==> src/rtl/clkpm_pkg.sv <==
package clkpm_pkg;

  localparam int unsigned DIV_W     = 3;
  localparam int unsigned SRC_W     = 2;
  localparam int unsigned DIV_LOG_MAX = 4;
  localparam int unsigned CNT_W     = DIV_LOG_MAX;
  localparam logic [DIV_W-1:0] DIV_CODE_MAX = DIV_W'(DIV_LOG_MAX);

  typedef logic [CNT_W-1:0] cnt_t;

  typedef enum logic [1:0] {
    MODE_NORMAL = 2'd0,
    MODE_WAIT   = 2'd1,
    MODE_STOP   = 2'd2
  } pm_mode_e;

  typedef enum logic [SRC_W-1:0] {
    SRC_MAIN = 2'd0,
    SRC_SUB  = 2'd1,
    SRC_RING = 2'd2,
    SRC_ALT  = 2'd3
  } clk_src_e;

  // Terminal count of the divider: 2^code - 1 for the main source,
  // clamped at the largest ratio; undivided sources terminate at 0.
  function automatic cnt_t div_terminal(input logic [DIV_W-1:0] code,
                                        input logic [SRC_W-1:0] src);
    int unsigned e;
    e = (code > DIV_CODE_MAX) ? DIV_LOG_MAX : 32'(code);
    if (src == SRC_SUB || src == SRC_RING) return '0;
    return cnt_t'((32'd1 << e) - 32'd1);
  endfunction

endpackage

==> src/rtl/clkpm_divider.sv <==
module clkpm_divider
  import clkpm_pkg::*;
#(
  parameter logic [DIV_W-1:0] RST_DIV = 3'd3
) (
  input  logic             clk,
  input  logic             rst_n,
  input  logic             main_tick,
  input  logic             sub_tick,
  input  logic             ring_tick,
  input  logic             osc_on,
  input  logic             cfg_we,
  input  logic [DIV_W-1:0] cfg_div,
  input  logic [SRC_W-1:0] cfg_src,
  input  logic             hold,
  input  logic             clear,
  output logic             sel_tick,
  output logic             boundary
);

  cnt_t             cnt_q;
  logic [DIV_W-1:0] div_act_q, div_pend_q;
  logic [SRC_W-1:0] src_act_q, src_pend_q;
  logic             raw_tick;
  logic             at_term;

  always_comb begin
    case (src_act_q)
      SRC_SUB:  raw_tick = sub_tick;
      SRC_RING: raw_tick = ring_tick;
      default:  raw_tick = main_tick;
    endcase
  end

  assign sel_tick = osc_on & raw_tick;
  assign at_term  = (cnt_q == div_terminal(div_act_q, src_act_q));
  assign boundary = sel_tick & ~hold & ~clear & at_term;

  always_ff @(posedge clk or negedge rst_n) begin
    if (!rst_n) begin
      cnt_q      <= '0;
      div_act_q  <= RST_DIV;
      div_pend_q <= RST_DIV;
      src_act_q  <= SRC_MAIN;
      src_pend_q <= SRC_MAIN;
    end else begin
      if (cfg_we) begin
        div_pend_q <= cfg_div;
        src_pend_q <= cfg_src;
      end
      if (clear) begin
        cnt_q <= '0;
      end else if (sel_tick && !hold) begin
        if (at_term) begin
          cnt_q     <= '0;
          div_act_q <= div_pend_q;
          src_act_q <= src_pend_q;
        end else begin
          cnt_q <= cnt_q + cnt_t'(1);
        end
      end
    end
  end

  AST_CFG_AT_BOUNDARY: assert property (@(posedge clk) disable iff (!rst_n)
    !boundary |=> ($stable(div_act_q) && $stable(src_act_q)));

  AST_CNT_IN_RANGE: assert property (@(posedge clk) disable iff (!rst_n)
    cnt_q <= div_terminal(div_act_q, src_act_q));

endmodule

==> src/rtl/clkpm_mode_fsm.sv <==
module clkpm_mode_fsm
  import clkpm_pkg::*;
#(
  parameter int unsigned SETTLE_W   = 8,
  parameter int unsigned RST_SETTLE = 4
) (
  input  logic                clk,
  input  logic                rst_n,
  input  logic                cfg_we,
  input  logic                cfg_stop,
  input  logic [SETTLE_W-1:0] cfg_settle,
  input  logic                wait_req,
  input  logic                irq,
  input  logic                sel_tick,
  output pm_mode_e            mode_q,
  output logic                settle_busy,
  output logic                stop_entry
);

  logic [SETTLE_W-1:0] settle_val_q;
  logic [SETTLE_W-1:0] settle_q;
  logic                wake;

  assign stop_entry  = (mode_q == MODE_NORMAL) & cfg_we & cfg_stop;
  assign wake        = (mode_q != MODE_NORMAL) & irq;
  assign settle_busy = (settle_q != '0);

  always_ff @(posedge clk or negedge rst_n) begin
    if (!rst_n) begin
      mode_q       <= MODE_NORMAL;
      settle_val_q <= SETTLE_W'(RST_SETTLE);
      settle_q     <= '0;
    end else begin
      if (cfg_we) settle_val_q <= cfg_settle;

      case (mode_q)
        MODE_NORMAL: begin
          if (stop_entry)    mode_q <= MODE_STOP;
          else if (wait_req) mode_q <= MODE_WAIT;
        end
        MODE_WAIT: if (wake) mode_q <= MODE_NORMAL;
        MODE_STOP: if (wake) mode_q <= MODE_NORMAL;
        default:   mode_q <= MODE_NORMAL;
      endcase

      if (wake && mode_q == MODE_STOP)
        settle_q <= settle_val_q;
      else if (settle_busy && sel_tick)
        settle_q <= settle_q - SETTLE_W'(1);
    end
  end

  AST_MODE_ENCODING: assert property (@(posedge clk) disable iff (!rst_n)
    mode_q != 2'd3);

  AST_WAIT_HOLD: assert property (@(posedge clk) disable iff (!rst_n)
    (mode_q == MODE_WAIT && !irq) |=> mode_q == MODE_WAIT);

  AST_STOP_HOLD: assert property (@(posedge clk) disable iff (!rst_n)
    (mode_q == MODE_STOP && !irq) |=> mode_q == MODE_STOP);

  AST_IRQ_WAKES: assert property (@(posedge clk) disable iff (!rst_n)
    (mode_q != MODE_NORMAL && irq) |=> mode_q == MODE_NORMAL);

  AST_STOP_ENTRY: assert property (@(posedge clk) disable iff (!rst_n)
    stop_entry |=> mode_q == MODE_STOP);

endmodule

==> src/rtl/clkpm_ctrl.sv <==
module clkpm_ctrl
  import clkpm_pkg::*;
#(
  parameter int unsigned      SETTLE_W   = 8,
  parameter int unsigned      RST_SETTLE = 4,
  parameter logic [DIV_W-1:0] RST_DIV    = 3'd3
) (
  input  logic                clk,
  input  logic                rst_n,
  input  logic                main_tick,
  input  logic                sub_tick,
  input  logic                ring_tick,
  input  logic                cfg_we,
  input  logic [DIV_W-1:0]    cfg_div,
  input  logic [SRC_W-1:0]    cfg_src,
  input  logic                cfg_pgate,
  input  logic                cfg_stop,
  input  logic [SETTLE_W-1:0] cfg_settle,
  input  logic                wait_req,
  input  logic                irq,
  output logic                cpu_ce,
  output logic                per_ce,
  output logic                sub_ce,
  output logic [2:0]          osc_en,
  output logic [1:0]          mode
);

  pm_mode_e mode_q;
  logic     osc_on;
  logic     sel_tick;
  logic     boundary;
  logic     settle_busy;
  logic     stop_entry;
  logic     pgate_q;

  assign osc_on = (mode_q != MODE_STOP);

  clkpm_divider #(.RST_DIV(RST_DIV)) u_div (
    .clk       (clk),
    .rst_n     (rst_n),
    .main_tick (main_tick),
    .sub_tick  (sub_tick),
    .ring_tick (ring_tick),
    .osc_on    (osc_on),
    .cfg_we    (cfg_we),
    .cfg_div   (cfg_div),
    .cfg_src   (cfg_src),
    .hold      (settle_busy),
    .clear     (stop_entry),
    .sel_tick  (sel_tick),
    .boundary  (boundary)
  );

  clkpm_mode_fsm #(.SETTLE_W(SETTLE_W), .RST_SETTLE(RST_SETTLE)) u_fsm (
    .clk         (clk),
    .rst_n       (rst_n),
    .cfg_we      (cfg_we),
    .cfg_stop    (cfg_stop),
    .cfg_settle  (cfg_settle),
    .wait_req    (wait_req),
    .irq         (irq),
    .sel_tick    (sel_tick),
    .mode_q      (mode_q),
    .settle_busy (settle_busy),
    .stop_entry  (stop_entry)
  );

  always_ff @(posedge clk or negedge rst_n) begin
    if (!rst_n) pgate_q <= 1'b0;
    else if (cfg_we) pgate_q <= cfg_pgate;
  end

  assign cpu_ce = boundary & (mode_q == MODE_NORMAL);
  assign per_ce = boundary & ((mode_q == MODE_NORMAL) |
                              ((mode_q == MODE_WAIT) & ~pgate_q));
  assign sub_ce = sub_tick & osc_on;
  assign osc_en = {3{osc_on}};
  assign mode   = mode_q;

  AST_WAIT_CPU_GATED: assert property (@(posedge clk) disable iff (!rst_n)
    (mode_q == MODE_WAIT) |-> !cpu_ce);

  AST_STOP_SILENT: assert property (@(posedge clk) disable iff (!rst_n)
    (mode_q == MODE_STOP) |-> (!cpu_ce && !per_ce && !sub_ce));

  AST_SETTLE_GATE: assert property (@(posedge clk) disable iff (!rst_n)
    settle_busy |-> (!cpu_ce && !per_ce));

  AST_CPU_IMPLIES_PER: assert property (@(posedge clk) disable iff (!rst_n)
    cpu_ce |-> per_ce);

endmodule

==> config.mk <==
export PLATFORM = sky130hd
export DESIGN_NAME = clkpm_ctrl
export DESIGN_NICKNAME = d
export VERILOG_FILES = /design/src/rtl/clkpm_pkg.sv /design/src/rtl/clkpm_divider.sv /design/src/rtl/clkpm_mode_fsm.sv /design/src/rtl/clkpm_ctrl.sv
export SDC_FILE = /design/constraint.sdc
export NUM_CORES = 1
export LEC_CHECK = 0
export BUFFER_PORTS_ARGS = -buffer_cell sky130_fd_sc_hd__buf_2
export CAP_MARGIN = 40
export CORE_MARGIN = 2
export CORE_UTILIZATION = 30
export DETAILED_ROUTE_END_ITERATION = 7
export HOLD_SLACK_MARGIN = 0.05
export PLACE_DENSITY = 0.62
export REMOVE_ABC_BUFFERS = 1
export SKIP_CTS_REPAIR_TIMING = 1
export SLEW_MARGIN = 25
export SYNTH_ARGS = -nofsm -noshare
export SYNTH_HDL_FRONTEND = slang
export SYNTH_SLANG_ARGS = --single-unit
==> constraint.sdc <==
create_clock -name clk -period 1.9 [get_ports clk]
set_input_delay 0.095 -clock clk [delete_from_list [all_inputs] [get_ports clk]]
set_output_delay 0.095 -clock clk [all_outputs]
set_load 0.01 [all_outputs]
; ---- After elaboration in Yosys (flattened, before gate mapping)
; Cells that the tools add are included.
[op_classes]
add_sub_neg = 3
n_lt_le_gt_ge = 1
eq_ne = 8
shift = 1
muxes = 14
n_bitwise = 15
reduce_logical = 13
[op_table]
columns = operator, n
row1 = 1-bit by 32-bit left shift with 4-bit output (first input constant), 1
row2 = 4-bit 2-to-1 mux, 5
row3 = 8-bit 2-to-1 mux, 2
row4 = 1-bit AND, 11
row5 = 8-bit nonzero test, 1
row6 = 8-bit by 1-bit subtractor with 8-bit output (second input constant), 1
row7 = 2-bit 2-to-1 mux, 3
row8 = 2-bit nonzero test, 3
row9 = 4-bit by 1-bit adder with 4-bit output (second input constant), 1
row10 = 2-bit by 1-bit equality test with 1-bit output (second input constant), 2
row11 = 2-bit equality test (second input constant), 2
row12 = 4-bit equality test, 1
row13 = 2-bit case mux with 2 select lines, 1
row14 = 4-bit by 1-bit subtractor with 4-bit output (second input constant), 1
row15 = 3-bit > comparator (second input constant), 1
row16 = 1-bit logical AND, 3
row17 = 3-bit 2-to-1 mux, 1
row18 = 3-bit by 2-bit != test with 1-bit output (second input constant), 1
row19 = 1-bit NOT, 3
row20 = 3-bit AND reduction, 1
row21 = 2-bit zero test, 1
row22 = 2-bit by 1-bit != test with 1-bit output (second input constant), 1
row23 = 2-bit != test (second input constant), 1
row24 = 1-bit case mux with 2 select lines, 1
row25 = other kinds (6), 6
[totals]
reg_bits = 33
inputBits = 23
out_inout_bits = 8
elab_cells = 64

; ---- Logic depth before layout (Yosys ltp)
; Gate-level depths: netlist of the first run.
[depth]
depth_word = 9
ltp_mapped = 8
ltp_nobuf = 7

; ---- Hierarchy
; A second synthesis of the first run with hierarchy kept.
[hier_totals]
cells_unflattened = 167
area_unflattened_um2 = 1809.2
[by_module_without_submodules]
columns = module, n_inst, cells_each, area_each_um2
row1 = clkpm_mode_fsm, 1, 90, 935.9
row2 = clkpm_divider, 1, 67, 765.7
row3 = clkpm_ctrl, 1, 10, 107.6

; ---- Worst setup path after synthesis of the first run
; Ideal clock, no wire load.
[synth_timing]
path_type = register to register
start = register u_div.src_act_q[0]
end = register u_div.div_act_q[2]
setup_ps = 125
arrival_time_ps = 1908
setup_slack_ps = -133
stages_incl_launch_ff = 9
path_buffers = 1
period_less_slack_ps = 2033
cell_sequence = dfrtp_1 inv_1 ha_1 buf_6 o21ai_0 o211ai_1 a32oi_1 nand4_1 mux2_2
[synth_via]
elab_chain_len = 6
elab_cells_between_ends = 10
classes_between = 3 x eq/ne / 3 x mux / 1 x bitwise / 3 x reduce/logical
[synth_lines]
columns = element, line_no
row1 = "start, declared", clkpm_divider.sv:23  ; logic [SRC_W-1:0] src_act_q, src_pend_q;
row2 = "start signal, assigned", clkpm_divider.sv:57  ; src_act_q <= src_pend_q;
row3 = 2-bit by 1-bit equality test with 1-bit output or 2-bit equality test (tied branches), "clkpm_pkg.sv:30, clkpm_divider.sv:28"
row4 = 1-bit logical OR, clkpm_pkg.sv:30  ; if (src == SRC_SUB || src == SRC_RING) return '0;
row5 = 1-bit 2-to-1 mux, clkpm_pkg.sv:30
row6 = 4-bit 2-to-1 mux, clkpm_pkg.sv:31  ; return cnt_t'((32'd1 << e) - 32'd1);
row7 = 4-bit equality test, clkpm_divider.sv:36  ; assign at_term = (cnt_q == div_terminal(div_act_q, src_act_q));
row8 = 3-bit AND reduction (no line) *, --
row9 = "end signal, assigned", clkpm_divider.sv:56  ; div_act_q <= div_pend_q;
row10 = "end, declared", clkpm_divider.sv:22  ; logic [DIV_W-1:0] div_act_q, div_pend_q;
; Mark *: on every way between the ends. The rest lies on a longest branch, timed or not.
; A chain may end at the register's enable or synchronous reset.

; ---- Worst setup path in the final report of the first run
[layout_timing]
start = register u_div.src_act_q[1]
end = output port cpu_ce
[layout_via]
elab_chain_len = 7
elab_cells_between_ends = 12
classes_between = 3 x eq/ne / 3 x mux / 5 x bitwise / 1 x reduce/logical
[layout_lines]
columns = element, line_no
row1 = 2-bit equality test or 2-bit by 1-bit equality test with 1-bit output (tied branches), "clkpm_pkg.sv:30, clkpm_divider.sv:28"
row2 = 1-bit case mux with 2 select lines or 1-bit logical OR (tied branches), "clkpm_divider.sv:28, clkpm_pkg.sv:30"
row3 = 1-bit AND or 1-bit 2-to-1 mux (tied branches), "clkpm_divider.sv:35, clkpm_pkg.sv:30"
row4 = 1-bit AND or 4-bit 2-to-1 mux (tied branches), "clkpm_divider.sv:37, clkpm_pkg.sv:31"
row5 = 1-bit AND or 4-bit equality test (tied branches), "clkpm_divider.sv:37, clkpm_divider.sv:36"
row6 = 1-bit AND *, clkpm_divider.sv:37  ; assign boundary = sel_tick & ~hold & ~clear & at_term;
row7 = 1-bit AND *, clkpm_ctrl.sv:73  ; assign cpu_ce = boundary & (mode_q == MODE_NORMAL);
row8 = "end, declared", clkpm_ctrl.sv:21  ; output logic cpu_ce,
; Marks and branches as above.

==> flow_metrics.py, run 1 <==
metrics = {
    "logic_synthesis": {
        "synth_area_per_cell_um2": 10.5,
        "synth_edf_count": 0,
        "largest_family_of_logic_cells_by_synthesized_area": "simple AND/OR/NAND/NOR gates",
        "synth_seq_cells": 33,
        "synth-async-reset-ratio_pct": 100,
        "yosysWarningCount": 0,
        "portion_of_netlist_area_occupied_by_mux_cells_pct": 11.3,
        "yosys.cell_types.count": 44,
        "synthAdderAreaFrac_pct": 4.90,
        "seq_area_frac_synth_pct": 46.5,
        "share_of_the_synthesized_netlist_area_taken_by_xor_and_xnor_gates_pct": 0.490,
        "synthesis.area_um2": 1790,
        "yosys.area_share.simple_pct": 16.0,
        "synthCells": 170,
        "synth-compound-area-share_pct": 15.7,
        "synth-main-ff-cell": "sky130_fd_sc_hd__dfrtp_1",
    },
    "clock_tree": {
        "cts_max_path_buffers": 2,
        "clk_root_buffer_cell": "sky130_fd_sc_hd__clkbuf_8",
        "clock_latency_ns": 0.28,
        "htree_levels": 2,
        "tritoncts": "done",
        "clk_pin_slew_ns": 0.07,
        "tritoncts.num_buffers": 5,
        "sink_count_of_the_clock_tree": 33,
    },
    "global_routing": {
        "antenna_violations_before_repair": 0,
        "grt_first_pass_wirelength_mm": 6.39,
        "groute.usage.overall_pct": 12.9,
        "grt_max_degree": 34,
        "number_of_global_route_vias_before_repair": 1353,
        "global_route.overflow_total": 0,
    },
    "power": {
        "totalPowerFinal_mw": 2.66,
        "ir_worst_vdd_mv": 0.455,
        "power_density_nw_per_um2": 1080,
        "static_power_due_to_leakage_nw": 1.12,
    },
    "placement": {
        "port_buffers": 30,
        "place_worst_setup_slack_ns": -0.210,
        "dp_hpwl_mm": 2.86,
        "placed_cells_incl_taps": 288,
        "routabilityCongestion": 0.892,
        "dpl_cell_area_um2": 2140,
    },
    "critical_path": {
        "rr_worst_depth": 7,
        "start_kind": "register",
        "crit_type": "reg -> out",
        "crit_required_ns": 1.80,
        "cp-end-kind": "output port",
        "crit_fanout": 7,
        "timing.critical_path.arrival_ns": 2.08,
    },
    "finish": {
        "finish.utilization_pct": 42.2,
        "areaGrowthSynthToFinish_pct": 38.1,
        "drive_gt1_share_pct": 43.4,
        "design.final.nets": 264,
        "insertedDiodeCount": 0,
        "mostFrequentLayoutCell": "sky130_fd_sc_hd__buf_2",
        "final_area_um2": 2470,
        "stdcell_count": 310,
        "mostFrequentLayoutCells": "sky130_fd_sc_hd__buf_2, sky130_fd_sc_hd__dfrtp_1, sky130_fd_sc_hd__buf_4",
        "total_of_fill_cells_in_the_finished_design": 598,
    },
    "detailed_routing": {
        "drt_wl_total_mm": 4.04,
        "detail_route.drc_violations": 0,
        "post_drt_wl_per_cell_um": 13.0,
        "detailedRoute.firstIterationViolations": 110,
        "detail_route.first_pass.iterations": 4,
        "routed_via_density": 4.86,
        "antenna_left": 0,
        "total_via_count_in_the_routed_design": 1507,
    },
    "die": {
        "fp.dieH_um": 81.2,
        "fp.dieW_um": 81.2,
        "effective_utilization_at_floorplan_pct": 30.6,
        "placement_rows": 28,
        "core_box_area_um2": 5850,
        "full_die_area_um2": 6600,
        "floorplan.io_pins": 31,
    },
    "status": {
        "failed_checks": "setup timing",
        "run_status": "finished with violations",
    },
    "timing": {
        "skew_ns": 0.00742,
        "grt_setup_unrepaired": "yes",
        "slew_headroom_pct": 72.1,
        "final_report_max_slew_violation_count": 0,
        "setup_total_negative_slack_ns": -1.55,
        "number_of_setup_violations_in_the_final_report": 15,
        "finalHoldViolCount": 0,
        "min_period_ns": 2.18,
        "final_min_period_over_clock_period_pct": 115,
        "max_freq_mhz": 460,
        "layout_setup_ws_ns": -0.276,
        "worst_pin_slew_ns": 0.419,
        "finalHoldWorstSlack_ns": 0.0302,
    },
    "min_path": {
        "hold_path_class": "in -> reg",
        "timing.hold.worst_path_depth": 3,
    },
    "job": {
        "max-cap-violations": 0,
    },
}
-- where the power goes --
part | internal (mW) | leakage, nW | switching [mW]
sequential | 0.850 | 0.398 | 0.120
clock | 0.327 | 0.0542 | 0.248
combinational | 0.588 | 0.665 | 0.524
total | 1.76 | 1.12 | 0.892
-- cell type report --
class	count	area [um2]	area share [%]
multi-input cells	118	937	37.9
flip-flops and latches	33	832	33.7
repair buffers	64	462	18.7
clock buffers	7	96.3	3.90
well taps	75	93.8	3.80
inverters	12	45.0	1.82
clock inverters	1	5.00	0.203
-- synthesized netlist by cell type (2+ instances only) --
master	count	area share, %
sky130_fd_sc_hd__nor2b_1	3	1.0
sky130_fd_sc_hd__mux2_2	17	11
sky130_fd_sc_hd__inv_1	12	2.5
sky130_fd_sc_hd__or3_1	3	1.0
sky130_fd_sc_hd__o21ai_0	10	2.8
sky130_fd_sc_hd__o211ai_1	2	0.84
sky130_fd_sc_hd__o221a_2	2	1.3
sky130_fd_sc_hd__buf_4	3	1.3
sky130_fd_sc_hd__and3_1	5	1.7
sky130_fd_sc_hd__dfstp_2	5	7.3
sky130_fd_sc_hd__nand2_1	9	1.9
sky130_fd_sc_hd__nor3_1	4	1.1
sky130_fd_sc_hd__nand3_1	7	2.0
sky130_fd_sc_hd__nor2_1	12	2.5
sky130_fd_sc_hd__a221o_1	3	1.7
sky130_fd_sc_hd__nand4b_1	2	0.98
sky130_fd_sc_hd__nand4_1	3	1.0
sky130_fd_sc_hd__dfrtp_1	28	39
sky130_fd_sc_hd__a21oi_1	8	2.2
sky130_fd_sc_hd__clkbuf_1	2	0.42
sky130_fd_sc_hd__ha_1	7	4.9
-- registers in the layout (all words and copies together) (netlist names), 2 cells and up --
register and count:
u_fsm.settle_val_q 8, u_div.div_act_q 3, u_div.src_act_q 2, u_fsm.mode_q 2, u_div.src_pend_q 2, u_div.cnt_q 4, u_fsm.settle_q 8, u_div.div_pend_q 3
-- critical path, stage by stage, from the launching register on --
cell	delay, ns
sky130_fd_sc_hd__dfrtp_1	0.42
sky130_fd_sc_hd__ha_4	0.29
sky130_fd_sc_hd__buf_4	0.15
sky130_fd_sc_hd__a221oi_4	0.37
sky130_fd_sc_hd__nand2_4	0.08
sky130_fd_sc_hd__buf_6	0.13
sky130_fd_sc_hd__nor2b_4	0.10
sky130_fd_sc_hd__and3_1	0.14
sky130_fd_sc_hd__buf_2	0.13
-- routing by layer --
layer | up-vias | share of wire [%] | GRT usage, %
li1 | 746 | - | -
met1 | 717 | 48 | 17.2
met2 | 37 | 46 | 20.3
met3 | 7 | 4.9 | 3.78
met4 | 0 | 0.91 | 3.56
met5 | - | 0 | 0
-- path summary, 6_finish.rpt --
path / startpoint / endpoint / slack, ns
hold / removal: cfg_pgate / pgate_q / 0.03
max in group asynchronous: rst_n / u_fsm.settle_val_q[2] / 1.11
hold reg to reg: u_div.src_pend_q[1] / u_div.src_pend_q[1] / 0.50
setup / recovery: u_div.src_act_q[1] / cpu_ce / -0.28
setup reg to reg: u_div.src_act_q[1] / u_fsm.settle_q[4] / -0.23
min in group asynchronous: rst_n / u_div.cnt_q[2] / 0.28
-- kinds of logic after synthesis --
family                     after synthesis
muxes                                   18
buffers and inverters                   19
and+or+nand+nor                         54
xor gates and xnor gates                 1
adders and majority gates                7
AOI/OAI and AO/OA                       38
DFF                                     33
Power figures use the tool's default switching activity.
==> run 2, diff against run 1 <==
CORE_UTILIZATION = 50   (was 30)
PLACE_DENSITY = 0.87   (was 0.62)
==> run 2 against run 1 <==
The run still ends with setup timing left; sequential cell count unchanged; highest routed layer unchanged; non-clock buffer count grew 8; register-to-register slack lost 0.07 ns; utilization increased by 32 points.
==> flow_metrics.py, run 2 (same netlist as run 1, synthesis figures left out) <==
metrics = {
    "global_routing": {
        "antenna_violations_before_repair": 0,
        "grt_first_pass_wirelength_mm": 6.62,
        "global_route.overflow_total": 0,
        "grt_max_degree": 34,
        "number_of_global_route_vias_before_repair": 1478,
        "groute.usage.overall_pct": 20.8,
    },
    "power": {
        "power_density_nw_per_um2": 1060,
        "static_power_due_to_leakage_nw": 1.13,
        "ir_worst_vdd_mv": 0.548,
    },
    "finish": {
        "drive_gt1_share_pct": 45.7,
        "largestRegisters": "u_fsm.settle_q (8), u_fsm.settle_val_q (8), u_div.cnt_q (4)",
        "final_area_um2": 2510,
        "seqCellArea_um2": 832,
        "multi_input_area_um2": 981,
        "insertedDiodeCount": 0,
        "total_of_fill_cells_in_the_finished_design": 231,
        "areaGrowthSynthToFinish_pct": 40.3,
        "design.final.nets": 272,
        "mostFrequentLayoutCell": "sky130_fd_sc_hd__buf_2",
        "mostFrequentLayoutCells": "sky130_fd_sc_hd__buf_2, sky130_fd_sc_hd__dfrtp_1, sky130_fd_sc_hd__buf_4",
    },
    "critical_path": {
        "timing.rr.end": "u_div.div_act_q[2]",
        "slowest_stage_cell_cp": "sky130_fd_sc_hd__dfrtp_1",
        "critical_path_depth": 8,
        "timing.critical_path.arrival_ns": 2.21,
        "end_point_of_the_critical_path": "cpu_ce",
        "crit_required_ns": 1.80,
        "cp_num_buf_inv": 2,
        "timing.reg2reg.setup_slack_ns": -0.30,
        "r2r-start": "u_div.src_act_q[1]",
        "crit_fanout": 8,
        "crit_type": "reg -> out",
        "critical_path.startpoint": "u_div.src_act_q[1]",
        "timing.critical_path.mode_cell": "sky130_fd_sc_hd__and3_4",
        "critPathMaxStageDelay_ns": 0.43,
        "worst_path_dominant_cell_family": "simple AND/OR/NAND/NOR gates",
        "cp-end-kind": "output port",
        "rr_worst_depth": 9,
        "crit_path_cell_trace": "ha_4, and3_4, o211ai_1, a32oi_1, buf_4, nor2b_4, and3_4, buf_6",
        "start_kind": "register",
    },
    "die": {
        "full_die_area_um2": 4070,
        "effective_utilization_at_floorplan_pct": 52.8,
        "fp.dieH_um": 63.8,
        "core_box_area_um2": 3390,
        "fp.dieW_um": 63.8,
        "placement_rows": 21,
        "floorplan.io_pins": 31,
    },
    "min_path": {
        "timing.hold.worst_path_depth": 3,
        "hold_path_class": "in -> reg",
    },
    "detailed_routing": {
        "antenna_left": 0,
        "detail_route.drc_violations": 0,
        "detailedRoute.firstIterationViolations": 95,
        "routed_via_density": 5.72,
        "total_via_count_in_the_routed_design": 1653,
        "drt_wl_total_mm": 4.64,
        "detail_route.first_pass.iterations": 4,
        "post_drt_wl_per_cell_um": 16.1,
    },
    "timing": {
        "worst_pin_slew_ns": 0.723,
        "max_freq_mhz": 433,
        "layout_setup_ws_ns": -0.409,
        "number_of_setup_violations_in_the_final_report": 15,
        "slew_headroom_pct": 51.8,
        "skew_ns": 0.0128,
        "grt_setup_unrepaired": "yes",
        "min_period_ns": 2.31,
        "setup_total_negative_slack_ns": -2.93,
        "final_min_period_over_clock_period_pct": 122,
        "final_report_max_slew_violation_count": 0,
        "finalHoldViolCount": 0,
    },
    "clock_tree": {
        "clock_latency_ns": 0.34,
        "cts_max_path_buffers": 2,
        "clk_pin_slew_ns": 0.10,
        "sink_count_of_the_clock_tree": 33,
        "clk_root_buffer_cell": "sky130_fd_sc_hd__clkbuf_4",
        "htree_levels": 2,
        "tritoncts": "done",
        "tritoncts.num_buffers": 5,
    },
    "placement": {
        "dpl_cell_area_um2": 2100,
        "routabilityCongestion": 0.874,
        "port_buffers": 30,
        "dp_hpwl_mm": 2.81,
    },
    "job": {
        "max-cap-violations": 0,
    },
    "status": {
        "failed_checks": "setup timing",
        "run_status": "finished with violations",
    },
}
## run 2: worst min path at each step
stage | start | to
floorplan | rst_n | pgate_q
global placement | rst_n | u_fsm.settle_val_q[0]
detailed placement | rst_n | u_fsm.settle_val_q[1]
CTS | rst_n | u_div.div_pend_q[2]
global route | wait_req | u_fsm.mode_q[0]
finish | wait_req | u_fsm.mode_q[0]
## run 2: cell type report
cell class	count	share of cell area [%]
clock buffers	8	2.34
inverters	12	1.79
flip-flops and latches	33	33.2
multi-input cells	118	39.1
repair buffers	72	21.3
well taps	46	2.29
## run 2: worst min-delay path, delay by kind of cell
kind / cells / cell delay [ns]
compound gates: 1 / 0.07
buf+inv: 1 / 0.09
simple gates: 1 / 0.08
## run 2: power breakdown
part	internal [mW]	switching (mW)	leakage, nW	total (mW)
Clock	0.182	0.230	0.0326	0.413
Combinational	0.653	0.619	0.696	1.27
Sequential	0.848	0.138	0.398	0.986
## run 2: routing by layer
metal | up-vias | track usage (%) | wire (um)
li1 | 761 | - | -
met2 | 71 | 32.3 | 2270
met1 | 798 | 27.8 | 1940
met4 | 0 | 9.51 | 176
met5 | - | 0 | 0
met3 | 23 | 4.40 | 257
## run 2: metrics by stage
step,hold WS (ns),total power [mW],setup slack (ns),cells,utilization (%)
after floorplan,-0.201,1.56,-0.202,163,-
after global placement,0.188,1.89,-0.162,259,62.0
after detailed placement,0.192,1.94,-0.272,259,62.0
after CTS,-0.172,2.35,-0.577,267,63.7
after global routing,0.0728,2.83,-0.479,289,74.0
final,0.0449,2.67,-0.409,289,74.0
==> run 3, diff against run 2 <==
ABC_AREA = 1   (was default)
CORE_MARGIN = default   (was 2)
SLEW_MARGIN = default   (was 25)
==> run 3 against run 2 <==
The run still ends with setup timing left; cell area down 7.0%; area after synthesis increased by 4.1%; count of clock-buffer cells in the layout is the same; via count rose by 0.73%; die area fell by 2.4%; synthesized cell count grew 37%; utilization fell by 6.2 points; maximum frequency rose by 18%; clock power up 32%; register-to-register slack improved by 0.42 ns; total power grew 37%; critical endpoint is now per_ce; largest cell class unchanged; largest power group unchanged.
==> flow_metrics.py, run 3 <==
metrics = {
    "status": {
        "run_status": "finished with violations",
        "failed_checks": "setup timing",
    },
    "clock_tree": {
        "tritoncts.num_buffers": 5,
        "cts_max_path_buffers": 2,
        "htree_levels": 2,
        "sink_count_of_the_clock_tree": 33,
        "clock_latency_ns": 0.29,
        "tritoncts": "done",
        "clk_pin_slew_ns": 0.07,
        "clk_root_buffer_cell": "sky130_fd_sc_hd__clkbuf_8",
    },
    "logic_synthesis": {
        "synthAdderAreaFrac_pct": 4.70,
        "portion_of_netlist_area_occupied_by_mux_cells_pct": 5.44,
        "largest_family_of_logic_cells_by_synthesized_area": "simple AND/OR/NAND/NOR gates",
        "netlist.area_leader.share_pct": 37.6,
        "synth_area_per_cell_um2": 8.00,
        "yosysMostFrequentCell": "sky130_fd_sc_hd__nand2_1",
        "yosys.cell_types.count": 25,
        "synth-compound-area-share_pct": 5.71,
        "synthTopCellsByArea": "sky130_fd_sc_hd__dfrtp_1, sky130_fd_sc_hd__nand2_1, sky130_fd_sc_hd__dfstp_2",
        "yosysTopAreaCell": "sky130_fd_sc_hd__dfrtp_1",
        "share_of_the_synthesized_netlist_area_taken_by_xor_and_xnor_gates_pct": 1.88,
        "synth-main-ff-cell": "sky130_fd_sc_hd__dfrtp_1",
        "yosys.area_share.simple_pct": 28.7,
        "synthesis.area_um2": 1860,
        "synth-async-reset-ratio_pct": 100,
        "seq_area_frac_synth_pct": 44.7,
        "yosysWarningCount": 0,
        "synth_seq_cells": 33,
        "synthCells": 233,
        "synth_edf_count": 0,
        "ys_top_cells_by_count": "sky130_fd_sc_hd__nand2_1, sky130_fd_sc_hd__inv_1, sky130_fd_sc_hd__dfrtp_1",
    },
    "finish": {
        "mostFrequentLayoutCells": "sky130_fd_sc_hd__nand2_1, sky130_fd_sc_hd__buf_2, sky130_fd_sc_hd__inv_1",
        "design.final.nets": 311,
        "total_of_fill_cells_in_the_finished_design": 278,
        "multi_input_area_um2": 931,
        "drive_gt1_share_pct": 29.1,
        "seqCellArea_um2": 832,
        "mostFrequentLayoutCell": "sky130_fd_sc_hd__nand2_1",
        "largestRegisters": "u_fsm.settle_q (8), u_fsm.settle_val_q (8), u_div.cnt_q (4)",
        "areaGrowthSynthToFinish_pct": 25.3,
        "stdcell_count": 328,
        "insertedDiodeCount": 0,
    },
    "timing": {
        "slew_headroom_pct": 52.3,
        "layout_setup_ws_ns": -0.0638,
        "min_period_ns": 1.96,
        "grt_setup_unrepaired": "yes",
        "worst_pin_slew_ns": 0.716,
        "finalHoldViolCount": 0,
        "max_freq_mhz": 509,
        "finalHoldWorstSlack_ns": 0.0166,
        "final_min_period_over_clock_period_pct": 103,
        "final_report_max_slew_violation_count": 0,
        "skew_ns": 0.0132,
        "number_of_setup_violations_in_the_final_report": 2,
    },
    "die": {
        "core_box_area_um2": 3440,
        "effective_utilization_at_floorplan_pct": 54.1,
        "floorplan.io_pins": 31,
        "full_die_area_um2": 3970,
        "fp.dieW_um": 63.0,
        "fp.dieH_um": 63.0,
        "placement_rows": 21,
    },
    "power": {
        "static_power_due_to_leakage_nw": 1.24,
        "power_density_nw_per_um2": 1570,
        "ir_worst_vdd_mv": 0.736,
    },
    "global_routing": {
        "grtUsageMet2_pct": 33.7,
        "number_of_global_route_vias_before_repair": 1481,
        "global_route.usage.met1_pct": 28.7,
        "top_usage_layer": "met2",
        "grt_max_degree": 34,
        "groute.usage.overall_pct": 22.0,
        "grt_first_pass_wirelength_mm": 6.67,
        "global_route.overflow_total": 0,
        "use_met3_pct": 5.29,
        "antenna_violations_before_repair": 0,
    },
    "min_path": {
        "hold_path_class": "in -> reg",
    },
    "critical_path": {
        "crit_fanout": 7,
        "crit_type": "reg -> out",
        "start_kind": "register",
        "cp-end-kind": "output port",
        "timing.critical_path.arrival_ns": 1.87,
        "crit_required_ns": 1.80,
    },
    "detailed_routing": {
        "total_via_count_in_the_routed_design": 1665,
        "detail_route.first_pass.iterations": 6,
        "antenna_left": 0,
        "routed_via_density": 5.08,
        "drt_wl_total_mm": 4.19,
        "detail_route.drc_violations": 0,
        "post_drt_wl_per_cell_um": 12.8,
        "detailedRoute.firstIterationViolations": 113,
    },
    "placement": {
        "dp_hpwl_mm": 2.70,
        "placed_cells_incl_taps": 308,
        "routabilityCongestion": 0.922,
        "port_buffers": 30,
    },
    "job": {
        "max-cap-violations": 0,
    },
}
==> run 3: cell types whose count changed in the layout (fill, tap and decap cells not counted), sizes merged, moves of 6 or more <==
cell         change
a21oi            -7
buf             -19
dlygate4sd3      -6
inv             +21
mux2             -8
nand2           +64
nand3           +19
==> run 3: metal layers <==
metal | wire, um | vias up
met5 | 0 | -
met4 | 121 | 0
met3 | 235 | 12
met2 | 2020 | 59
met1 | 1810 | 762
li1 | - | 832
==> run 3: final cells by class <==
| class | count | share of cell area [%] |
|---|---|---|
| Inverter | 33 | 5.31 |
| Multi-Input combinational cell | 161 | 39.9 |
| Tap cell | 46 | 2.47 |
| Sequential cell | 33 | 35.6 |
| Timing Repair Buffer | 47 | 12.9 |
| Clock buffer | 8 | 3.86 |
==> run 3: critical path: stages (launching register included) <==
cell,delay (ns)
sky130_fd_sc_hd__dfrtp_1,0.39
sky130_fd_sc_hd__inv_2,0.06
sky130_fd_sc_hd__ha_4,0.32
sky130_fd_sc_hd__nand2_4,0.09
sky130_fd_sc_hd__nand3_2,0.07
sky130_fd_sc_hd__nand2_1,0.06
sky130_fd_sc_hd__nand2_2,0.09
sky130_fd_sc_hd__nand2_2,0.06
sky130_fd_sc_hd__nor2_4,0.16
sky130_fd_sc_hd__nand3_1,0.08
sky130_fd_sc_hd__nand2_1,0.07
sky130_fd_sc_hd__buf_2,0.12
==> run 3: kinds of logic after synthesis <==
group                      count (synthesis)
and+or+nand+nor                          122
buffers and inverters                     39
DFF                                       33
AOI/OAI and AO/OA                         19
muxes                                      9
adders and majority gates                  7
xor gates and xnor gates                   4
==> run 3: worst paths after layout <==
kind,cells after the start,start,slack (ns),endpoint
setup / recovery,11,u_div.src_act_q[0],-0.06,per_ce
hold / removal,3,cfg_settle[4],0.02,u_fsm.settle_val_q[4]
setup reg to reg,12,u_div.src_act_q[0],0.12,u_div.src_act_q[0]
hold reg to reg,2,u_div.div_pend_q[1],0.48,u_div.div_act_q[1]
max in group asynchronous,2,rst_n,1.01,u_div.cnt_q[1]
min in group asynchronous,2,rst_n,0.43,u_fsm.settle_q[6]
==> run 3: metrics by stage <==
stage	worst slack, ns	setup TNS (ns)	power [mW]	utilization (%)	cell area (um2)
after floorplan	0.175	0	2.30	-	1820
after global placement	0.118	0	2.71	60.0	2070
after detailed placement	0.0577	0	2.78	60.0	2070
after CTS	-0.266	-0.518	3.36	62.6	2160
after global routing	-0.193	-0.358	3.96	67.8	2330
final	-0.0638	-0.103	3.66	67.8	2330
==> run 3: where the power goes <==
| group | internal [mW] | switching [mW] |
|---|---|---|
| sequential | 0.919 | 0.195 |
| clock | 0.295 | 0.249 |
| combinational | 0.788 | 1.21 |
| total | 2.00 | 1.65 |
